--- src/rtl/conv_sched_pkg.sv ---
package conv_sched_pkg;
  typedef enum logic [1:0] {ST_IDLE, ST_SAMPLE, ST_START, ST_WAIT} seq_st_e;
  localparam int N_LINES  = 2;
  localparam int ADDR_W   = 4;
  localparam int REG_W    = 32;
  localparam int CH_LSB   = 0;
  localparam int ACQ_LSB  = 8;
  localparam int TRIG_LSB = 16;
  localparam int LOOP_LSB = 20;
  localparam int POST_LSB = 24;
  localparam int RES_BASE = 4;
  localparam int CTRL_ADR = 8;
  localparam int ACK_ADR  = 9;
endpackage

--- src/rtl/conv_sched_regs.sv ---
module conv_sched_regs
  import conv_sched_pkg::*;
#(
  parameter int N_SLOTS = 4,
  parameter int CH_W    = 4,
  parameter int ACQ_W   = 8,
  parameter int TRIG_W  = 3,
  parameter int DATA_W  = 12,
  parameter int SLOT_W  = 2
) (
  input  logic                              clk_i,
  input  logic                              rst_ni,
  input  logic                              we_i,
  input  logic [ADDR_W-1:0]                 addr_i,
  input  logic [REG_W-1:0]                  wdata_i,
  output logic [REG_W-1:0]                  rdata_o,
  input  logic                              eoc_i,
  input  logic [SLOT_W-1:0]                 eoc_slot_i,
  input  logic [DATA_W-1:0]                 eoc_data_i,
  input  logic [N_LINES-1:0]                flag_i,
  output logic [N_SLOTS-1:0][CH_W-1:0]      cfg_ch_o,
  output logic [N_SLOTS-1:0][ACQ_W-1:0]     cfg_acq_o,
  output logic [N_SLOTS-1:0][TRIG_W-1:0]    cfg_trig_o,
  output logic [N_SLOTS-1:0][1:0]           cfg_loop_o,
  output logic [N_SLOTS-1:0][1:0]           cfg_post_o,
  output logic [N_LINES-1:0]                cont_o,
  output logic [N_LINES-1:0]                ack_o
);
  logic [N_SLOTS-1:0][DATA_W-1:0] res_q;
  logic [N_LINES-1:0]             cont_q;

  for (genvar i = 0; i < N_SLOTS; i++) begin : g_slot
    always_ff @(posedge clk_i or negedge rst_ni) begin
      if (!rst_ni) begin
        cfg_ch_o[i]   <= '0;
        cfg_acq_o[i]  <= '0;
        cfg_trig_o[i] <= '0;
        cfg_loop_o[i] <= '0;
        cfg_post_o[i] <= '0;
      end else if (we_i && addr_i == ADDR_W'(i)) begin
        cfg_ch_o[i]   <= wdata_i[CH_LSB +: CH_W];
        cfg_acq_o[i]  <= wdata_i[ACQ_LSB +: ACQ_W];
        cfg_trig_o[i] <= wdata_i[TRIG_LSB +: TRIG_W];
        cfg_loop_o[i] <= wdata_i[LOOP_LSB +: 2];
        cfg_post_o[i] <= wdata_i[POST_LSB +: 2];
      end
    end

    always_ff @(posedge clk_i or negedge rst_ni) begin
      if (!rst_ni)                                  res_q[i] <= '0;
      else if (eoc_i && eoc_slot_i == SLOT_W'(i))   res_q[i] <= eoc_data_i;
    end
  end

  always_ff @(posedge clk_i or negedge rst_ni) begin
    if (!rst_ni)                                   cont_q <= '0;
    else if (we_i && addr_i == ADDR_W'(CTRL_ADR))  cont_q <= wdata_i[N_LINES-1:0];
  end

  assign cont_o = cont_q;
  assign ack_o  = (we_i && addr_i == ADDR_W'(ACK_ADR)) ? wdata_i[N_LINES-1:0] : '0;

  always_comb begin
    rdata_o = '0;
    for (int i = 0; i < N_SLOTS; i++) begin
      if (addr_i == ADDR_W'(i)) begin
        rdata_o[CH_LSB +: CH_W]     = cfg_ch_o[i];
        rdata_o[ACQ_LSB +: ACQ_W]   = cfg_acq_o[i];
        rdata_o[TRIG_LSB +: TRIG_W] = cfg_trig_o[i];
        rdata_o[LOOP_LSB +: 2]      = cfg_loop_o[i];
        rdata_o[POST_LSB +: 2]      = cfg_post_o[i];
      end
      if (addr_i == ADDR_W'(RES_BASE + i)) rdata_o[DATA_W-1:0] = res_q[i];
    end
    if (addr_i == ADDR_W'(CTRL_ADR)) begin
      rdata_o[N_LINES-1:0]   = cont_q;
      rdata_o[8 +: N_LINES]  = flag_i;
    end
  end
endmodule

--- src/rtl/conv_sched_arb.sv ---
module conv_sched_arb
  import conv_sched_pkg::*;
#(
  parameter int N_SLOTS = 4,
  parameter int N_EXT   = 4,
  parameter int TRIG_W  = 3,
  parameter int SLOT_W  = 2
) (
  input  logic                           clk_i,
  input  logic                           rst_ni,
  input  logic [N_EXT-1:0]               trig_i,
  input  logic [N_LINES-1:0]             irq_i,
  input  logic [N_SLOTS-1:0][TRIG_W-1:0] cfg_trig_i,
  input  logic [N_SLOTS-1:0][1:0]        cfg_loop_i,
  input  logic                           take_i,
  output logic                           req_v_o,
  output logic [SLOT_W-1:0]              req_slot_o
);
  logic [N_SLOTS-1:0] pend_q, set, clr;

  always_comb begin
    set = '0;
    for (int i = 0; i < N_SLOTS; i++) begin
      for (int k = 0; k < N_EXT; k++)
        if (cfg_trig_i[i] == TRIG_W'(k + 1) && trig_i[k]) set[i] = 1'b1;
      for (int l = 0; l < N_LINES; l++)
        if (cfg_loop_i[i] == 2'(l + 1) && irq_i[l]) set[i] = 1'b1;
    end
  end

  always_comb begin
    req_v_o    = 1'b0;
    req_slot_o = '0;
    for (int i = N_SLOTS - 1; i >= 0; i--) begin
      if (pend_q[i]) begin
        req_v_o    = 1'b1;
        req_slot_o = SLOT_W'(i);
      end
    end
  end

  always_comb begin
    clr = '0;
    if (take_i) clr[req_slot_o] = 1'b1;
  end

  // a fresh trigger in the grant cycle stays pending
  always_ff @(posedge clk_i or negedge rst_ni) begin
    if (!rst_ni) pend_q <= '0;
    else         pend_q <= (pend_q & ~clr) | set;
  end

  a_r5_lowest_first: assert property (@(posedge clk_i) disable iff (!rst_ni)
    take_i |-> ((pend_q & ((N_SLOTS'(1) << req_slot_o) - N_SLOTS'(1))) == '0)
                && pend_q[req_slot_o]);
endmodule

--- src/rtl/conv_sched_fsm.sv ---
module conv_sched_fsm
  import conv_sched_pkg::*;
#(
  parameter int N_SLOTS = 4,
  parameter int CH_W    = 4,
  parameter int ACQ_W   = 8,
  parameter int DATA_W  = 12,
  parameter int SLOT_W  = 2
) (
  input  logic                          clk_i,
  input  logic                          rst_ni,
  input  logic                          req_v_i,
  input  logic [SLOT_W-1:0]             req_slot_i,
  input  logic [N_SLOTS-1:0][CH_W-1:0]  cfg_ch_i,
  input  logic [N_SLOTS-1:0][ACQ_W-1:0] cfg_acq_i,
  output logic                          take_o,
  output logic [CH_W-1:0]               conv_ch_o,
  output logic                          sample_o,
  output logic                          conv_start_o,
  input  logic                          conv_done_i,
  input  logic [DATA_W-1:0]             conv_data_i,
  output logic                          eoc_o,
  output logic [SLOT_W-1:0]             eoc_slot_o,
  output logic [DATA_W-1:0]             eoc_data_o
);
  seq_st_e           st_q;
  logic [ACQ_W-1:0]  cnt_q;
  logic [SLOT_W-1:0] slot_q;
  logic [CH_W-1:0]   ch_q;

  assign take_o       = (st_q == ST_IDLE) && req_v_i;
  assign sample_o     = (st_q == ST_SAMPLE);
  assign conv_start_o = (st_q == ST_START);
  assign conv_ch_o    = ch_q;

  always_ff @(posedge clk_i or negedge rst_ni) begin
    if (!rst_ni) begin
      st_q       <= ST_IDLE;
      cnt_q      <= '0;
      slot_q     <= '0;
      ch_q       <= '0;
      eoc_o      <= 1'b0;
      eoc_slot_o <= '0;
      eoc_data_o <= '0;
    end else begin
      eoc_o <= 1'b0;
      unique case (st_q)
        ST_IDLE: if (take_o) begin
          slot_q <= req_slot_i;
          ch_q   <= cfg_ch_i[req_slot_i];
          cnt_q  <= cfg_acq_i[req_slot_i];
          st_q   <= ST_SAMPLE;
        end
        ST_SAMPLE: begin
          if (cnt_q == '0) st_q  <= ST_START;
          else             cnt_q <= cnt_q - 1'b1;
        end
        ST_START: st_q <= ST_WAIT;
        ST_WAIT: if (conv_done_i) begin
          eoc_o      <= 1'b1;
          eoc_slot_o <= slot_q;
          eoc_data_o <= conv_data_i;
          st_q       <= ST_IDLE;
        end
        default: st_q <= ST_IDLE;
      endcase
    end
  end

  a_r2_start_after_sample: assert property (@(posedge clk_i) disable iff (!rst_ni)
    conv_start_o |-> $past(sample_o));
  a_r2_ch_stable: assert property (@(posedge clk_i) disable iff (!rst_ni)
    (sample_o && $past(sample_o)) |-> $stable(conv_ch_o));
  a_r4_eoc_single: assert property (@(posedge clk_i) disable iff (!rst_ni)
    eoc_o |=> !eoc_o);
endmodule

--- src/rtl/conv_sched_irq.sv ---
module conv_sched_irq
  import conv_sched_pkg::*;
(
  input  logic               clk_i,
  input  logic               rst_ni,
  input  logic               eoc_i,
  input  logic [1:0]         post_i,
  input  logic [N_LINES-1:0] cont_i,
  input  logic [N_LINES-1:0] ack_i,
  output logic [N_LINES-1:0] irq_o,
  output logic [N_LINES-1:0] flag_o
);
  for (genvar l = 0; l < N_LINES; l++) begin : g_line
    logic hit;
    assign hit = eoc_i && post_i == 2'(l + 1);

    // a new event wins over an acknowledge in the same cycle
    always_ff @(posedge clk_i or negedge rst_ni) begin
      if (!rst_ni) begin
        irq_o[l]  <= 1'b0;
        flag_o[l] <= 1'b0;
      end else begin
        irq_o[l] <= hit && (cont_i[l] || !flag_o[l]);
        if (hit)           flag_o[l] <= 1'b1;
        else if (ack_i[l]) flag_o[l] <= 1'b0;
      end
    end

    a_r7_noncont_block: assert property (@(posedge clk_i) disable iff (!rst_ni)
      (!cont_i[l] && flag_o[l]) |=> !irq_o[l]);
    a_r6_flag_follows: assert property (@(posedge clk_i) disable iff (!rst_ni)
      irq_o[l] |-> flag_o[l]);
  end
endmodule

--- src/rtl/conv_sched.sv ---
module conv_sched
  import conv_sched_pkg::*;
#(
  parameter int N_SLOTS = 4,
  parameter int N_EXT   = 4,
  parameter int CH_W    = 4,
  parameter int ACQ_W   = 8,
  parameter int DATA_W  = 12
) (
  input  logic              clk_i,
  input  logic              rst_ni,
  input  logic              reg_we_i,
  input  logic [3:0]        reg_addr_i,
  input  logic [31:0]       reg_wdata_i,
  output logic [31:0]       reg_rdata_o,
  input  logic [N_EXT-1:0]  trig_i,
  output logic [CH_W-1:0]   conv_ch_o,
  output logic              sample_o,
  output logic              conv_start_o,
  input  logic              conv_done_i,
  input  logic [DATA_W-1:0] conv_data_i,
  output logic              eoc_o,
  output logic [1:0]        eoc_slot_o,
  output logic [1:0]        irq_o
);
  localparam int TRIG_W = $clog2(N_EXT + 1);
  localparam int SLOT_W = 2;

  logic [N_SLOTS-1:0][CH_W-1:0]   cfg_ch;
  logic [N_SLOTS-1:0][ACQ_W-1:0]  cfg_acq;
  logic [N_SLOTS-1:0][TRIG_W-1:0] cfg_trig;
  logic [N_SLOTS-1:0][1:0]        cfg_loop, cfg_post;
  logic [N_LINES-1:0]             cont, ack, flag;
  logic                           req_v, take;
  logic [SLOT_W-1:0]              req_slot;
  logic [DATA_W-1:0]              eoc_data;

  conv_sched_regs #(.N_SLOTS(N_SLOTS), .CH_W(CH_W), .ACQ_W(ACQ_W), .TRIG_W(TRIG_W),
                    .DATA_W(DATA_W), .SLOT_W(SLOT_W)) u_regs (
    .clk_i, .rst_ni, .we_i(reg_we_i), .addr_i(reg_addr_i), .wdata_i(reg_wdata_i),
    .rdata_o(reg_rdata_o), .eoc_i(eoc_o), .eoc_slot_i(eoc_slot_o), .eoc_data_i(eoc_data),
    .flag_i(flag), .cfg_ch_o(cfg_ch), .cfg_acq_o(cfg_acq), .cfg_trig_o(cfg_trig),
    .cfg_loop_o(cfg_loop), .cfg_post_o(cfg_post), .cont_o(cont), .ack_o(ack));

  conv_sched_arb #(.N_SLOTS(N_SLOTS), .N_EXT(N_EXT), .TRIG_W(TRIG_W), .SLOT_W(SLOT_W)) u_arb (
    .clk_i, .rst_ni, .trig_i, .irq_i(irq_o), .cfg_trig_i(cfg_trig), .cfg_loop_i(cfg_loop),
    .take_i(take), .req_v_o(req_v), .req_slot_o(req_slot));

  conv_sched_fsm #(.N_SLOTS(N_SLOTS), .CH_W(CH_W), .ACQ_W(ACQ_W), .DATA_W(DATA_W),
                   .SLOT_W(SLOT_W)) u_fsm (
    .clk_i, .rst_ni, .req_v_i(req_v), .req_slot_i(req_slot), .cfg_ch_i(cfg_ch),
    .cfg_acq_i(cfg_acq), .take_o(take), .conv_ch_o, .sample_o, .conv_start_o,
    .conv_done_i, .conv_data_i, .eoc_o, .eoc_slot_o, .eoc_data_o(eoc_data));

  conv_sched_irq u_irq (
    .clk_i, .rst_ni, .eoc_i(eoc_o), .post_i(cfg_post[eoc_slot_o]), .cont_i(cont),
    .ack_i(ack), .irq_o, .flag_o(flag));

  a_r1_idle_quiet: assert property (@(posedge clk_i) disable iff (!rst_ni)
    $rose(sample_o) |-> !conv_start_o);
endmodule

--- config.mk ---
export PLATFORM = sky130hd
export DESIGN_NAME = conv_sched
export DESIGN_NICKNAME = d
export VERILOG_FILES = /design/src/rtl/conv_sched_pkg.sv /design/src/rtl/conv_sched_regs.sv /design/src/rtl/conv_sched_arb.sv /design/src/rtl/conv_sched_fsm.sv /design/src/rtl/conv_sched_irq.sv /design/src/rtl/conv_sched.sv
export SDC_FILE = /design/constraint.sdc
export NUM_CORES = 1
export LEC_CHECK = 0
export ABC_AREA = 0
export CAP_MARGIN = 30
export CORE_MARGIN = 4
export CORE_UTILIZATION = 51
export CTS_CLUSTER_DIAMETER = 40
export DETAILED_ROUTE_END_ITERATION = 10
export MAX_ROUTING_LAYER = met4
export PLACE_DENSITY = 0.73
export SYNTH_ARGS = -nofsm -noshare
export SYNTH_HDL_FRONTEND = slang
export SYNTH_HIERARCHICAL = 1
export SYNTH_SLANG_ARGS = --single-unit
--- constraint.sdc ---
create_clock -name clk_i -period 2 [get_ports clk_i]
set_input_delay 0.4 -clock clk_i [delete_from_list [all_inputs] [get_ports clk_i]]
set_output_delay 0.4 -clock clk_i [all_outputs]
set_load 0.02 [all_outputs]
==> flow_summary.toml <==
[run_status]
status = "finished, violations left"
violations = "negative setup slack"

[grt]
grt_first_pass_wirelength_mm = 34.1
grt_max_degree = 52
grt_overflow = 0
track_usage_pct = 24.9
grt_pass1_vias = 6275
antenna_found_initial = 0

[critical_path]
crit_path_start_kind = "flip-flop"
r2r_cells = 8
worstPathArrival_ps = 1790
required_ps = 1600
critical_path_class = "reg -> out"
path_max_fanout = 2
end_kind = "output pin"

[timing]
fin_crit_ps = 2190
fin_skew_ps = 8.19
fmax_mhz = 456
hold_violations = 0
finalWorstSetupSlack_ps = -195
rsz0062_at_grt = "true"
setup_viol = 15
drv_slew = 0
period_share_pct = 110

[min_path]
worstHoldPathType = "in -> async"

[layout]
fillCellCount = 1108
area_growth_pct = 32.5
design_area_um2 = 11100
layout-drive-gt1-share_pct = 50.2
fin_cells = 1021
nets = 855
diodes = 0

[clock_network]
htree_num_levels = 4
cts.clk_slew.worst_paths_ps = 60
cts_tree = "built"
cts_buffers = 17
root_buffer = "clkbuf_16"
clkSinkCount = 165
clk_latency_ps = 430
clockBufferDepth = 2

[detailed_routing]
finalWirelength_mm = 21.5
wire_per_inst_um = 21.1
vias = 5856
viasPerCell = 5.74
drt_first_iter_violations = 398
route.detailed.drc = 0
ant_nets = 0
dr.pass1.iters = 5

[power]
leakagePower_uw = 0.00498
p_sw_share_pct = 32.1
peakVddDrop_mv = 0.781
p_clk_share_pct = 25.1
seqPwrFrac_pct = 38.8
power_density_nw_per_um2 = 1270
p_int_uw = 9520
comb_power_share_pct = 36.1
p_switching_uw = 4500

[placed_design]
dp_cells = 959
routabilityCongestion = 0.950
hpwl_mm = 14.8
io_buffers = 76
placedInstanceArea_um2 = 9940

[synth]
yosysSeqAreaShare_pct = 49.3
synth-main-ff-cell = "dfrtp_1"
syn_inst = 622
yosysTopAreaCellShare_pct = 49.3
netlist_area_um2 = 8370
synthTopCellsByArea = "dfrtp_1 (49%), mux2_2 (19%), mux4_2 (8.6%)"
synthArstFlopShare_pct = 100
ys_top_cells_by_count = "dfrtp_1 (165), mux2_2 (140), nand2_1 (33)"
yosysUniqueCellTypes = 63
syn_area_per_cell_um2 = 13.5
yosysMostFrequentCell = "dfrtp_1"
ys_warn_count = 6
synth_area_leader_cell = "dfrtp_1"
ys_seq_elements = 165
synth_edf_count = 0

[die]
start_util_pct = 52.3
rows = 46
ios = 99
die_w_um = 136
dieArea_um2 = 18500
die_y_um = 136
core_um2 = 16000

[job]
cap_viol_max_count = 0
[per-stage QoR]
stage | hold WS (ps) | total power [uW] | setup slack, ps | utilization [%] | setup TNS (ps)
6_report | 486 | 14000 | -195 | 69.3 | -881
5_1_grt | 505 | 14800 | -263 | 69.3 | -1560
4_1_cts | 477 | 13800 | -197 | 67.6 | -724
3_5_place_dp | 361 | 10200 | -1040 | 62.1 | -48510
3_3_place_gp | 353 | 9870 | -1020 | 62.1 | -46530
2_1_floorplan | 104 | 8350 | 15.4 | - | 0
[routing by layer]
metal / share of wire (%) / up-vias / GRT usage (%)
met4: 2.2 / 0 / 8.40
met3: 4.1 / 32 / 5.22
met2: 52 / 157 / 40.5
met5: 0 / - / -
met1: 42 / 3033 / 31.3
li1: - / 2634 / -
[area by class of cell]
class	count	area [um^2]	share of cell area [%]
clock inverters	15	206	1.86
repair buffers	181	1830	16.5
well taps	216	270	2.44
inverters	20	75.1	0.677
clock buffers	17	425	3.84
flip-flops and latches	165	4130	37.3
multi-input cells	407	4140	37.4
[registers in the layout, summed over array words and instances (netlist names), 4 cells and up]
name and flops:
u_arb/pend_q 4, u_regs/cfg_acq_o 32, u_regs/cfg_loop_o 8, u_regs/cfg_trig_o 12, u_regs/cfg_post_o 8, u_fsm/conv_ch_o 4
u_regs/cfg_ch_o 16, u_regs/res_q 48, u_fsm/cnt_q 8, u_fsm/eoc_data_o 12
[layout by cell type (no fill, tap or decap), drive strengths merged, types with 2 or more instances in the layout]
cell type and instances:
a21oi 18, nand2b 5, dfrtp 165, nor4b 2
o31ai 2, and4 2, mux4 34, a221o 4
mux2i 16, a22oi 5, mux2 151, nand2 34
clkinv 6, nand3b 12, a31o 2, dlymetal6s2s 2
dlygate4sd2 2, o21ai 14, inv 21, clkbuf 18
nand3 4, clkdlybuf4s50 44, buf 130, conb 9
bufinv 4, nor2 19, and2 11, nor2b 9
or2 4, nor3 7, clkinvlp 4, o2111ai 2
o31a 3, ha 7, nor3b 4, a32oi 3
o22ai 8
[critical path: stages, from the launching register on]
cell and delay [ps]:
dfrtp_1 390, mux2_4 280, a22oi_1 260, a221o_1 230, a21oi_2 70, buf_6 140
[timing repair]
| item | CTS | global route |
|---|---|---|
| endpoints found under the hold margin | 38 | 0 |
| gates cloned | 2 | 1 |
| hold buffers | 1 | 0 |
| buffers inserted | 17 | 10 |
| endpoints found under the setup margin | 65 | 30 |
| pin swaps | 18 | 17 |
| resized for setup | 159 | 54 |
[logic make-up (layout without fill, tap and decap cells)]
family | count (synthesis) | after routing | share of synthesized area, %
AO/OA/AOI/OAI | 67 | 67 | 5.40
adder cells (fa/ha/maj) | 7 | 7 | 1.05
buffers and inverters | 58 | 233 | 3.54
flip-flops | 165 | 165 | 49.3
multiplexers | 201 | 201 | 31.9
other | 1 | 9 | 0.0448
AND/OR/NAND/NOR | 123 | 123 | 8.69
[power by group through the flow]
| stage | combinational (uW) | clock (uW) | sequential, uW |
|---|---|---|---|
| 2_1_floorplan | 3120 | 0 | 5230 |
| 3_3_place_gp | 4510 | 0 | 5360 |
| 3_5_place_dp | 4700 | 0 | 5470 |
| 4_1_cts | 4870 | 3570 | 5410 |
| 5_1_grt | 5450 | 3710 | 5600 |
| 6_report | 5070 | 3520 | 5440 |
[worst paths after layout]
check / startpoint / to / slack [ps]
min: rst_ni / u_regs/cfg_trig_o[0] / 490
max in group asynchronous: rst_ni / u_regs/cfg_acq_o[9] / 880
max: u_regs/res_q[8] / reg_rdata_o[8] / -190
min in group clk_i: u_regs/res_q[29] / u_regs/res_q[29] / 500
min reg2reg: u_regs/res_q[29] / u_regs/res_q[29] / 500
max reg2reg: u_arb/pend_q[2] / u_fsm/cnt_q[5] / 70
No activity file was read; power rests on OpenSTA's default activity.
